File: src/rtl/sto_pkg.sv
package sto_pkg;

    localparam int DATA_W      = 32;
    localparam int ADDR_W      = 12;
    localparam int SEC_W       = 3;
    localparam int FRAC_W      = 13;
    localparam int FRAC_LSB    = DATA_W - FRAC_W;
    localparam int FRAC_MIN    = 800;
    localparam int FRAC_MAX    = 7999;
    localparam int CYC_PER_SEC = 8000;
    localparam int CYC_W       = 16;

    localparam logic [ADDR_W-1:0] OFS_CLR = 12'h000;
    localparam logic [ADDR_W-1:0] OFS_SET = 12'h004;
    localparam logic [ADDR_W-1:0] OFS_HI  = 12'h018;
    localparam logic [ADDR_W-1:0] OFS_LO  = 12'h01C;

    typedef enum logic [2:0] {
        SEL_NONE,
        SEL_CLR,
        SEL_SET,
        SEL_HI,
        SEL_LO
    } reg_sel_e;

    typedef struct packed {
        logic [SEC_W-1:0]  sec;
        logic [FRAC_W-1:0] frac;
    } split_to_t;

    function automatic logic [FRAC_W-1:0] clamp_frac(input logic [FRAC_W-1:0] raw);
        if (raw < FRAC_W'(FRAC_MIN))      return FRAC_W'(FRAC_MIN);
        else if (raw > FRAC_W'(FRAC_MAX)) return FRAC_W'(FRAC_MAX);
        else                              return raw;
    endfunction

    function automatic logic [CYC_W-1:0] to_cycles(input split_to_t t);
        return CYC_W'(t.sec) * CYC_W'(CYC_PER_SEC) + CYC_W'(t.frac);
    endfunction

endpackage

File: src/rtl/sto_addr_decode.sv
module sto_addr_decode
    import sto_pkg::*;
(
    input  logic [ADDR_W-1:0] addr,
    output reg_sel_e          sel
);
    always_comb begin
        unique case (addr)
            OFS_CLR: sel = SEL_CLR;
            OFS_SET: sel = SEL_SET;
            OFS_HI:  sel = SEL_HI;
            OFS_LO:  sel = SEL_LO;
            default: sel = SEL_NONE;
        endcase
    end
endmodule

File: src/rtl/sto_regs.sv
module sto_regs
    import sto_pkg::*;
#(
    parameter int STATE_W = 32
) (
    input  logic               clk,
    input  logic               rst,
    input  logic               wr_en,
    input  reg_sel_e           wr_sel,
    input  reg_sel_e           rd_sel,
    input  logic [DATA_W-1:0]  wdata,
    output logic [DATA_W-1:0]  rdata,
    output split_to_t          split_q
);
    logic [STATE_W-1:0] state_q;

    always_ff @(posedge clk) begin
        if (rst) begin
            state_q      <= '0;
            split_q.sec  <= '0;
            split_q.frac <= FRAC_W'(FRAC_MIN);
        end else if (wr_en) begin
            case (wr_sel)
                SEL_SET: state_q      <= state_q | wdata[STATE_W-1:0];
                SEL_CLR: state_q      <= state_q & ~wdata[STATE_W-1:0];
                SEL_HI:  split_q.sec  <= wdata[SEC_W-1:0];
                SEL_LO:  split_q.frac <= clamp_frac(wdata[DATA_W-1:FRAC_LSB]);
                default: ;
            endcase
        end
    end

    always_comb begin
        rdata = '0;
        case (rd_sel)
            SEL_SET, SEL_CLR: rdata[STATE_W-1:0]        = state_q;
            SEL_HI:           rdata[SEC_W-1:0]          = split_q.sec;
            SEL_LO:           rdata[DATA_W-1:FRAC_LSB]  = split_q.frac;
            default:          rdata = '0;
        endcase
    end


    p_set_or_r2: assert property (@(posedge clk) disable iff (rst)
        (wr_en && wr_sel == SEL_SET) |=>
            state_q == ($past(state_q) | $past(wdata[STATE_W-1:0])));

    p_clr_mask_r3: assert property (@(posedge clk) disable iff (rst)
        (wr_en && wr_sel == SEL_CLR) |=>
            state_q == ($past(state_q) & ~$past(wdata[STATE_W-1:0])));

    p_frac_range_r4: assert property (@(posedge clk) disable iff (rst)
        (split_q.frac >= FRAC_W'(FRAC_MIN)) && (split_q.frac <= FRAC_W'(FRAC_MAX)));

    p_sec_keep_r5: assert property (@(posedge clk) disable iff (rst)
        (wr_en && wr_sel == SEL_HI) |=> split_q.sec == $past(wdata[SEC_W-1:0]));

    p_unmapped_ignored_r7: assert property (@(posedge clk) disable iff (rst)
        (wr_en && wr_sel == SEL_NONE) |=> ($stable(state_q) && $stable(split_q)));
endmodule

File: src/rtl/sto_timer.sv
module sto_timer
    import sto_pkg::*;
(
    input  logic             clk,
    input  logic             rst,
    input  logic             start,
    input  logic             done,
    input  logic             tick,
    input  logic [CYC_W-1:0] limit,
    output logic             busy,
    output logic             expired
);
    logic [CYC_W-1:0] cnt_q;
    logic [CYC_W-1:0] cnt_nx;

    assign cnt_nx = cnt_q + CYC_W'(1);

    always_ff @(posedge clk) begin
        if (rst) begin
            busy    <= 1'b0;
            expired <= 1'b0;
            cnt_q   <= '0;
        end else begin
            expired <= 1'b0;
            if (start) begin
                busy  <= 1'b1;
                cnt_q <= '0;
            end else if (done) begin
                busy <= 1'b0;
            end else if (busy && tick) begin
                cnt_q <= cnt_nx;
                if (cnt_nx >= limit) begin
                    busy    <= 1'b0;
                    expired <= 1'b1;
                end
            end
        end
    end


    p_pulse_single_r8: assert property (@(posedge clk) disable iff (rst)
        expired |=> !expired);

    p_pulse_ends_busy_r8: assert property (@(posedge clk) disable iff (rst)
        expired |-> !busy);

    p_done_cancels_r9: assert property (@(posedge clk) disable iff (rst)
        (done && !start) |=> (!busy && !expired));

    p_start_arms_r10: assert property (@(posedge clk) disable iff (rst)
        start |=> (busy && !expired));
endmodule

File: src/rtl/sto_csr_top.sv
module sto_csr_top
    import sto_pkg::*;
#(
    parameter int STATE_W = 32
) (
    input  logic                clk,
    input  logic                rst,
    input  logic                reg_wr,
    input  logic [ADDR_W-1:0]   reg_addr,
    input  logic [DATA_W-1:0]   reg_wdata,
    output logic [DATA_W-1:0]   reg_rdata,
    input  logic                txn_start,
    input  logic                txn_done,
    input  logic                cycle_tick,
    output logic [CYC_W-1:0]    timeout_cycles,
    output logic                txn_busy,
    output logic                txn_expired
);
    reg_sel_e  sel;
    split_to_t split_q;

    sto_addr_decode u_dec (
        .addr (reg_addr),
        .sel  (sel)
    );

    sto_regs #(.STATE_W(STATE_W)) u_regs (
        .clk     (clk),
        .rst     (rst),
        .wr_en   (reg_wr),
        .wr_sel  (sel),
        .rd_sel  (sel),
        .wdata   (reg_wdata),
        .rdata   (reg_rdata),
        .split_q (split_q)
    );

    assign timeout_cycles = to_cycles(split_q);

    sto_timer u_tmr (
        .clk     (clk),
        .rst     (rst),
        .start   (txn_start),
        .done    (txn_done),
        .tick    (cycle_tick),
        .limit   (timeout_cycles),
        .busy    (txn_busy),
        .expired (txn_expired)
    );


    p_count_bound_r6: assert property (@(posedge clk) disable iff (rst)
        timeout_cycles <= CYC_W'(SEC_W'('1) * CYC_PER_SEC + FRAC_MAX)
        && timeout_cycles >= CYC_W'(FRAC_MIN));
endmodule

File: config.mk
export PLATFORM = sky130hd
export DESIGN_NAME = sto_csr_top
export DESIGN_NICKNAME = d
export VERILOG_FILES = /design/src/rtl/sto_pkg.sv /design/src/rtl/sto_addr_decode.sv /design/src/rtl/sto_regs.sv /design/src/rtl/sto_timer.sv /design/src/rtl/sto_csr_top.sv
export SDC_FILE = /design/constraint.sdc
export NUM_CORES = 1
export LEC_CHECK = 0
export CAP_MARGIN = 20
export CORE_ASPECT_RATIO = 0.75
export CORE_MARGIN = 2
export CORE_UTILIZATION = 50
export CTS_BUF_LIST = sky130_fd_sc_hd__clkbuf_4
export CTS_CLUSTER_SIZE = 16
export DETAILED_ROUTE_END_ITERATION = 8
export PLACE_DENSITY = 0.8
export SETUP_SLACK_MARGIN = 0.3
export SLEW_MARGIN = 20
export SYNTH_ARGS = -nofsm -noshare
export SYNTH_HDL_FRONTEND = slang
export SYNTH_HIERARCHICAL = 1
export SYNTH_SLANG_ARGS = --single-unit
File: constraint.sdc
create_clock -name clk -period 8.9 [get_ports clk]
set_input_delay 1.335 -clock clk [delete_from_list [all_inputs] [get_ports clk]]
set_output_delay 1.335 -clock clk [all_outputs]
set_load 0.03 [all_outputs]
== Word level (Yosys, flattened, before mapping) ==
Index checks and enable logic that the tools add are counted.
Operators by class
  magnitude comparators: 3
  multiply operators: 1
  equality and inequality tests: 7
  reduce and logical (&&, ||, !) cells: 13
  add/sub/neg operators: 2
  muxes and demuxes: 12
  bitwise gates (word level): 5
Operator list (count)
  32-bit case mux with 2 select lines: 1
  32-bit AND: 1
  32-bit inverter: 1
  32-bit bitwise OR: 1
  13-bit 2-to-1 mux: 2
  13-bit case mux with 2 select lines: 1
  12-bit by 5-bit == test with 1-bit output (second input constant): 2
  16-bit by 1-bit adder with 16-bit output (second input constant): 1
  16-bit by 13-bit adder with 16-bit output: 1
  16-bit >= comparator: 1
  16-bit 2-to-1 mux: 1
  13-bit greater-than comparator (second input constant): 1
  13-bit by 10-bit < comparator with 1-bit output (second input constant): 1
  12-bit by 3-bit == test with 1-bit output (second input constant): 1
  12-bit zero test: 1
  3-bit case mux with 4 select lines: 1
  3-bit by 7-bit multiplier with 10-bit output (second input constant): 1
  2-bit AND reduction: 5
  3-bit by 2-bit == test with 1-bit output (second input constant): 2
  3-bit case mux with 2 select lines: 1
  3-bit nonzero test: 2
  1-bit 2-to-1 mux: 5
  2-bit OR reduction: 2
  4-bit OR reduction: 1
  other kinds (5): 6
Word-level totals
  logic and storage cells: 49
  input bits: 50
  register bits: 66
  output and inout port bits: 50

== Depth between registers and ports, before layout ==
  depth after elaboration: 7
  mapped depth: 18
  mapped depth without buffers: 18

== Modules after synthesis ==
Netlist, hierarchy kept.
By module, submodules not included
  sto_regs: instances 1, cells an instance 227, area an instance 2269.7 µm², sequential area each 960.9 µm²
  sto_timer: instances 1, cells an instance 181, area an instance 1465.2 µm², sequential area each 360.3 µm²
  sto_csr_top: instances 1, cells an instance 74, area an instance 626.9 µm², sequential area each 0.0 µm²
  sto_addr_decode: instances 1, cells an instance 11, area an instance 75.1 µm², sequential area each 0.0 µm²

== Worst setup path after synthesis ==
No wires, ideal clock.
  path kind: input -> output
  start: in reg_addr[7]
  end: out reg_rdata[10]
  cell stages on the path: 8
  data required time: 7565 ps
  arrival time: 3304 ps
  path slack: 4261 ps
  buffers on the path: 2
  path through: nor4_2 > nand3_1 > a21oi_1 > xor2_1 > and2b_1 > buf_4 > clkbuf_2 > and2_1
Between the ends
  longest elaborated chain between the ends: 5
  elaborated cells between the ends (all ways): 9
  classes of those cells: 5 x eq/ne; 2 x mux; 2 x reduce/logical
RTL lines
  from (decl): RTL line sto_csr_top.sv:9  | input logic [ADDR_W-1:0] reg_addr,
  12-bit by 5-bit == test with 1-bit output (tied with other cells): RTL line sto_addr_decode.sv:8  | unique case (addr)
  3-bit case mux with 4 select lines *: RTL line sto_addr_decode.sv:8
  net sel[1]: RTL line sto_csr_top.sv:19  | reg_sel_e sel;
  3-bit by 2-bit == test with 1-bit output / 3-bit by 1-bit == test with 1-bit output (equally long branches): RTL line sto_regs.sv:35  | case (rd_sel)
  2-bit OR reduction *: RTL line sto_regs.sv:35
  16-bit 2-to-1 mux *: RTL line sto_regs.sv:35
  to (decl): RTL line sto_csr_top.sv:11  | output logic [DATA_W-1:0] reg_rdata,
Mark *: on every way through the listed nets, which the timed path passes. The rest lies on a longest branch.

== Worst setup path in the final report ==
  start: in reg_addr[2]
  end: out reg_rdata[24]
Between the ends
  longest elaborated chain between the ends: 5
  elaborated cells between the ends (all ways): 10
  classes of those cells: 6 x eq/ne; 2 x mux; 2 x reduce/logical
RTL lines (RTL line)
  12-bit by 5-bit == test with 1-bit output (tied with other cells): sto_addr_decode.sv:8
  3-bit case mux with 4 select lines *: sto_addr_decode.sv:8
  net sel[1]: sto_csr_top.sv:19
  3-bit by 2-bit == test with 1-bit output / 3-bit by 1-bit == test with 1-bit output (equally long branches): sto_regs.sv:35
  2-bit OR reduction: sto_regs.sv:35
  13-bit case mux with 2 select lines *: sto_regs.sv:35
Marks and branches as above.

==> flow_summary_export.csv <==
group,metric,value,unit
cts,path_clk_slew,100,ps
run_status,status,"finished clean",
yosys,synth_edf_count,0,
cells_and_area,area_growth,24.73,%
yosys,syn_nets,580,
yosys,synth_cell_types,66,
cts,worstSkewPairLatency,400,ps
timing,grt_setup_unrepaired,"no",
setup_path,endpoint_kind,"output port",
pwr,p_total,0.0005479,W
timing,clock-skew-final,7.438,ps
place,dp_slack,2586,ps
setup_path,start_kind,"primary input",
yosys,yosys_warnings,6,
cells_and_area,drive_gt1_share,8.935,%
route,dr_total_vias,4229,
route,drtPass1Iterations,6,
setup_path,r2r.worst_path.cells,17,
timing,setup_viol,0,
cts,clock-root-buffer,"clkbuf_4",
flow_run,drv_cap,0,
pwr,p_leak,2.075,nW
grt,grt_max_degree,47,
floorplanning,start_util,52.03,%
cts,clkSinkCount,66,
timing,hold_violations,0,
floorplanning,die-area,9651,um^2
yosys,post-synth-top-count-cell,"dfxtp_1",
cts,numCtsBuffers,9,
cells_and_area,nNetsFinal,664,
timing,min_period_over_period,71.22,%
grt,antenna_found_initial,0,
grt,globalRouteTotalUtil,26.28,%
yosys,ys.flop_type,"dfxtp_1",
timing,fin_crit,6339,ps
grt,overflow,0,
timing,worst_slack,2561,ps
yosys,async_reset_ff_share,0,%
place,place.gp.congestion,0.8320,
grt,grt_pass1_wl,20670,um
route,drc,0,
pwr,powerDensity,99.01,nW/um^2
yosys,synthesis.area,4437,um^2
route,drtAntennaViolNets,0,
cts,cts_resized,0,
timing,worst_pin_slew,938.2,ps
timing,relSlewSlack,37.46,%
route,wl,12210,um
cells_and_area,multi_input_area,2793,um^2
timing,slew_viol_final,0,
route,via_per_inst,6.129,
yosys,ys_seq_area_share,29.78,%
cells_and_area,seq_area,1321,um^2
place,place.port_buffers,99,
cts,cts_tree,"built",
setup_path,worstPathMaxFanout,29,
route,drtIter0Drc,243,
cells_and_area,num-fill-cells,705,
yosys,synth_area_per_cell,9.000,um^2
cts,cts_setup_buffers,0,
timing,whs,490.6,ps
floorplanning,ios,100,
timing,fmax,157.8,MHz
setup_path,path_class,"primary input to output port",
cts,cts_buffer_depth,2,
grt,grt_pass1_vias,4209,
yosys,synthTopCellsByCount,"dfxtp_1, a31oi_1, inv_1",
floorplanning,die_w,112.8,um
hold_path,hold_class,"register to register",
cells_and_area,antenna_cells,0,
setup_path,required,7570,ps
yosys,synthTopCellsByArea,"dfxtp_1, ha_1, a311oi_1",
yosys,yosys.area.top_type,"dfxtp_1",
cells_and_area,final_cells,690,
cts,cts_hold_buffers,0,
hold_path,holdPathStages,2,
setup_path,arrival,5000,ps
timing,tns,0,ps
floorplanning,rows,29,
floorplanning,die_height,85.58,um
pwr,vdd_drop_max,0.06353,mV
yosys,ys_ff_latch,66,
cts,htree_levels,3,
yosys,synth_cells,493,
yosys,yosysTopAreaCellShare,29.78,%
route,wl_per_cell,17.70,um
place,dp_cells,674,
place,dpl.hpwl,8785,um
floorplanning,core_area,8527,um^2
==> cells by family after synthesis <==
group / count (synthesis) / share of synthesized area (%)
AOI/OAI and AO/OA: 153 / 26.42
and+or+nand+nor: 136 / 17.48
DFF: 66 / 29.78
buffers and inverters: 64 / 7.445
adders and majority gates: 37 / 11.28
xor gates and xnor gates: 33 / 6.684
muxes: 4 / 0.9025
==> critical path, stage by stage <==
cell and delay, ps:
clkdlybuf4s50_1 530, or3b_1 370, a21oi_1 730, xor2_1 310
and2b_1 760, a22o_1 290, clkdlybuf4s50_1 670
==> area by class of cell <==
cell class,count,area share [%]
Clock buffer,13,1.764
Clock inverter,3,0.7235
Inverter,33,2.238
Multi-Input combinational cell,363,50.46
Sequential cell,66,23.88
Tap cell,108,2.442
Timing Repair Buffer,104,18.49
==> layout by cell type (no fill, tap or decap), types with 3 or more instances in the layout <==
cell             instances
a21oi_1                 25
a22o_1                  18
a311oi_1                25
a311oi_2                 7
a31oi_1                 35
and2_1                  17
buf_4                    5
clkbuf_4                13
clkdlybuf4s50_1         98
dfxtp_1                 66
fa_1                     5
ha_1                    32
inv_1                   33
mux2i_1                  4
nand2_1                 29
nand2b_1                 3
nand3_1                 13
nand4_1                  4
nor2_1                  28
nor3_1                   8
o211ai_1                 4
o21a_1                   3
o21ai_0                  9
o21bai_1                 8
or3_1                    3
xnor2_1                 19
xor2_1                  13
==> report_power, final <==
part | switching, W | leakage [nW] | internal [W]
sequential | 0.000000686 | 0.532 | 0.000296
clock | 0.000106 | 0.0818 | 0.0000978
combinational | 0.0000233 | 1.46 | 0.0000247
==> final timing paths <==
path | startpoint | to | slack (ps)
worst max-delay path | reg_addr[2] | reg_rdata[24] | 2560
worst min-delay path | u_regs/split_q[11] | u_regs/split_q[11] | 490
worst max register to register | u_regs/split_q[13] | u_tmr/expired | 4060
worst min register to register | u_regs/split_q[11] | u_regs/split_q[11] | 490
==> per-layer routing <==
metal | part of all wire, % | vias up | GRT usage, %
met3 | 7.1 | 19 | 5.724
met1 | 44 | 2032 | 35.18
met2 | 47 | 171 | 42.57
li1 | - | 2007 | -
met4 | 1.5 | 0 | 8.537
met5 | 0 | - | 0
==> metrics by stage <==
| step | utilization [%] | cell area [um^2] |
|---|---|---|
| 3_3_place_gp | 63.29 | 5396 |
| 5_1_grt | 64.90 | 5534 |
| 4_1_cts | 64.90 | 5534 |
| 3_5_place_dp | 63.29 | 5396 |
| 2_1_floorplan | - | 4437 |
| 6_report | 64.90 | 5534 |
Note: power is estimated with default switching activity, not from simulation.
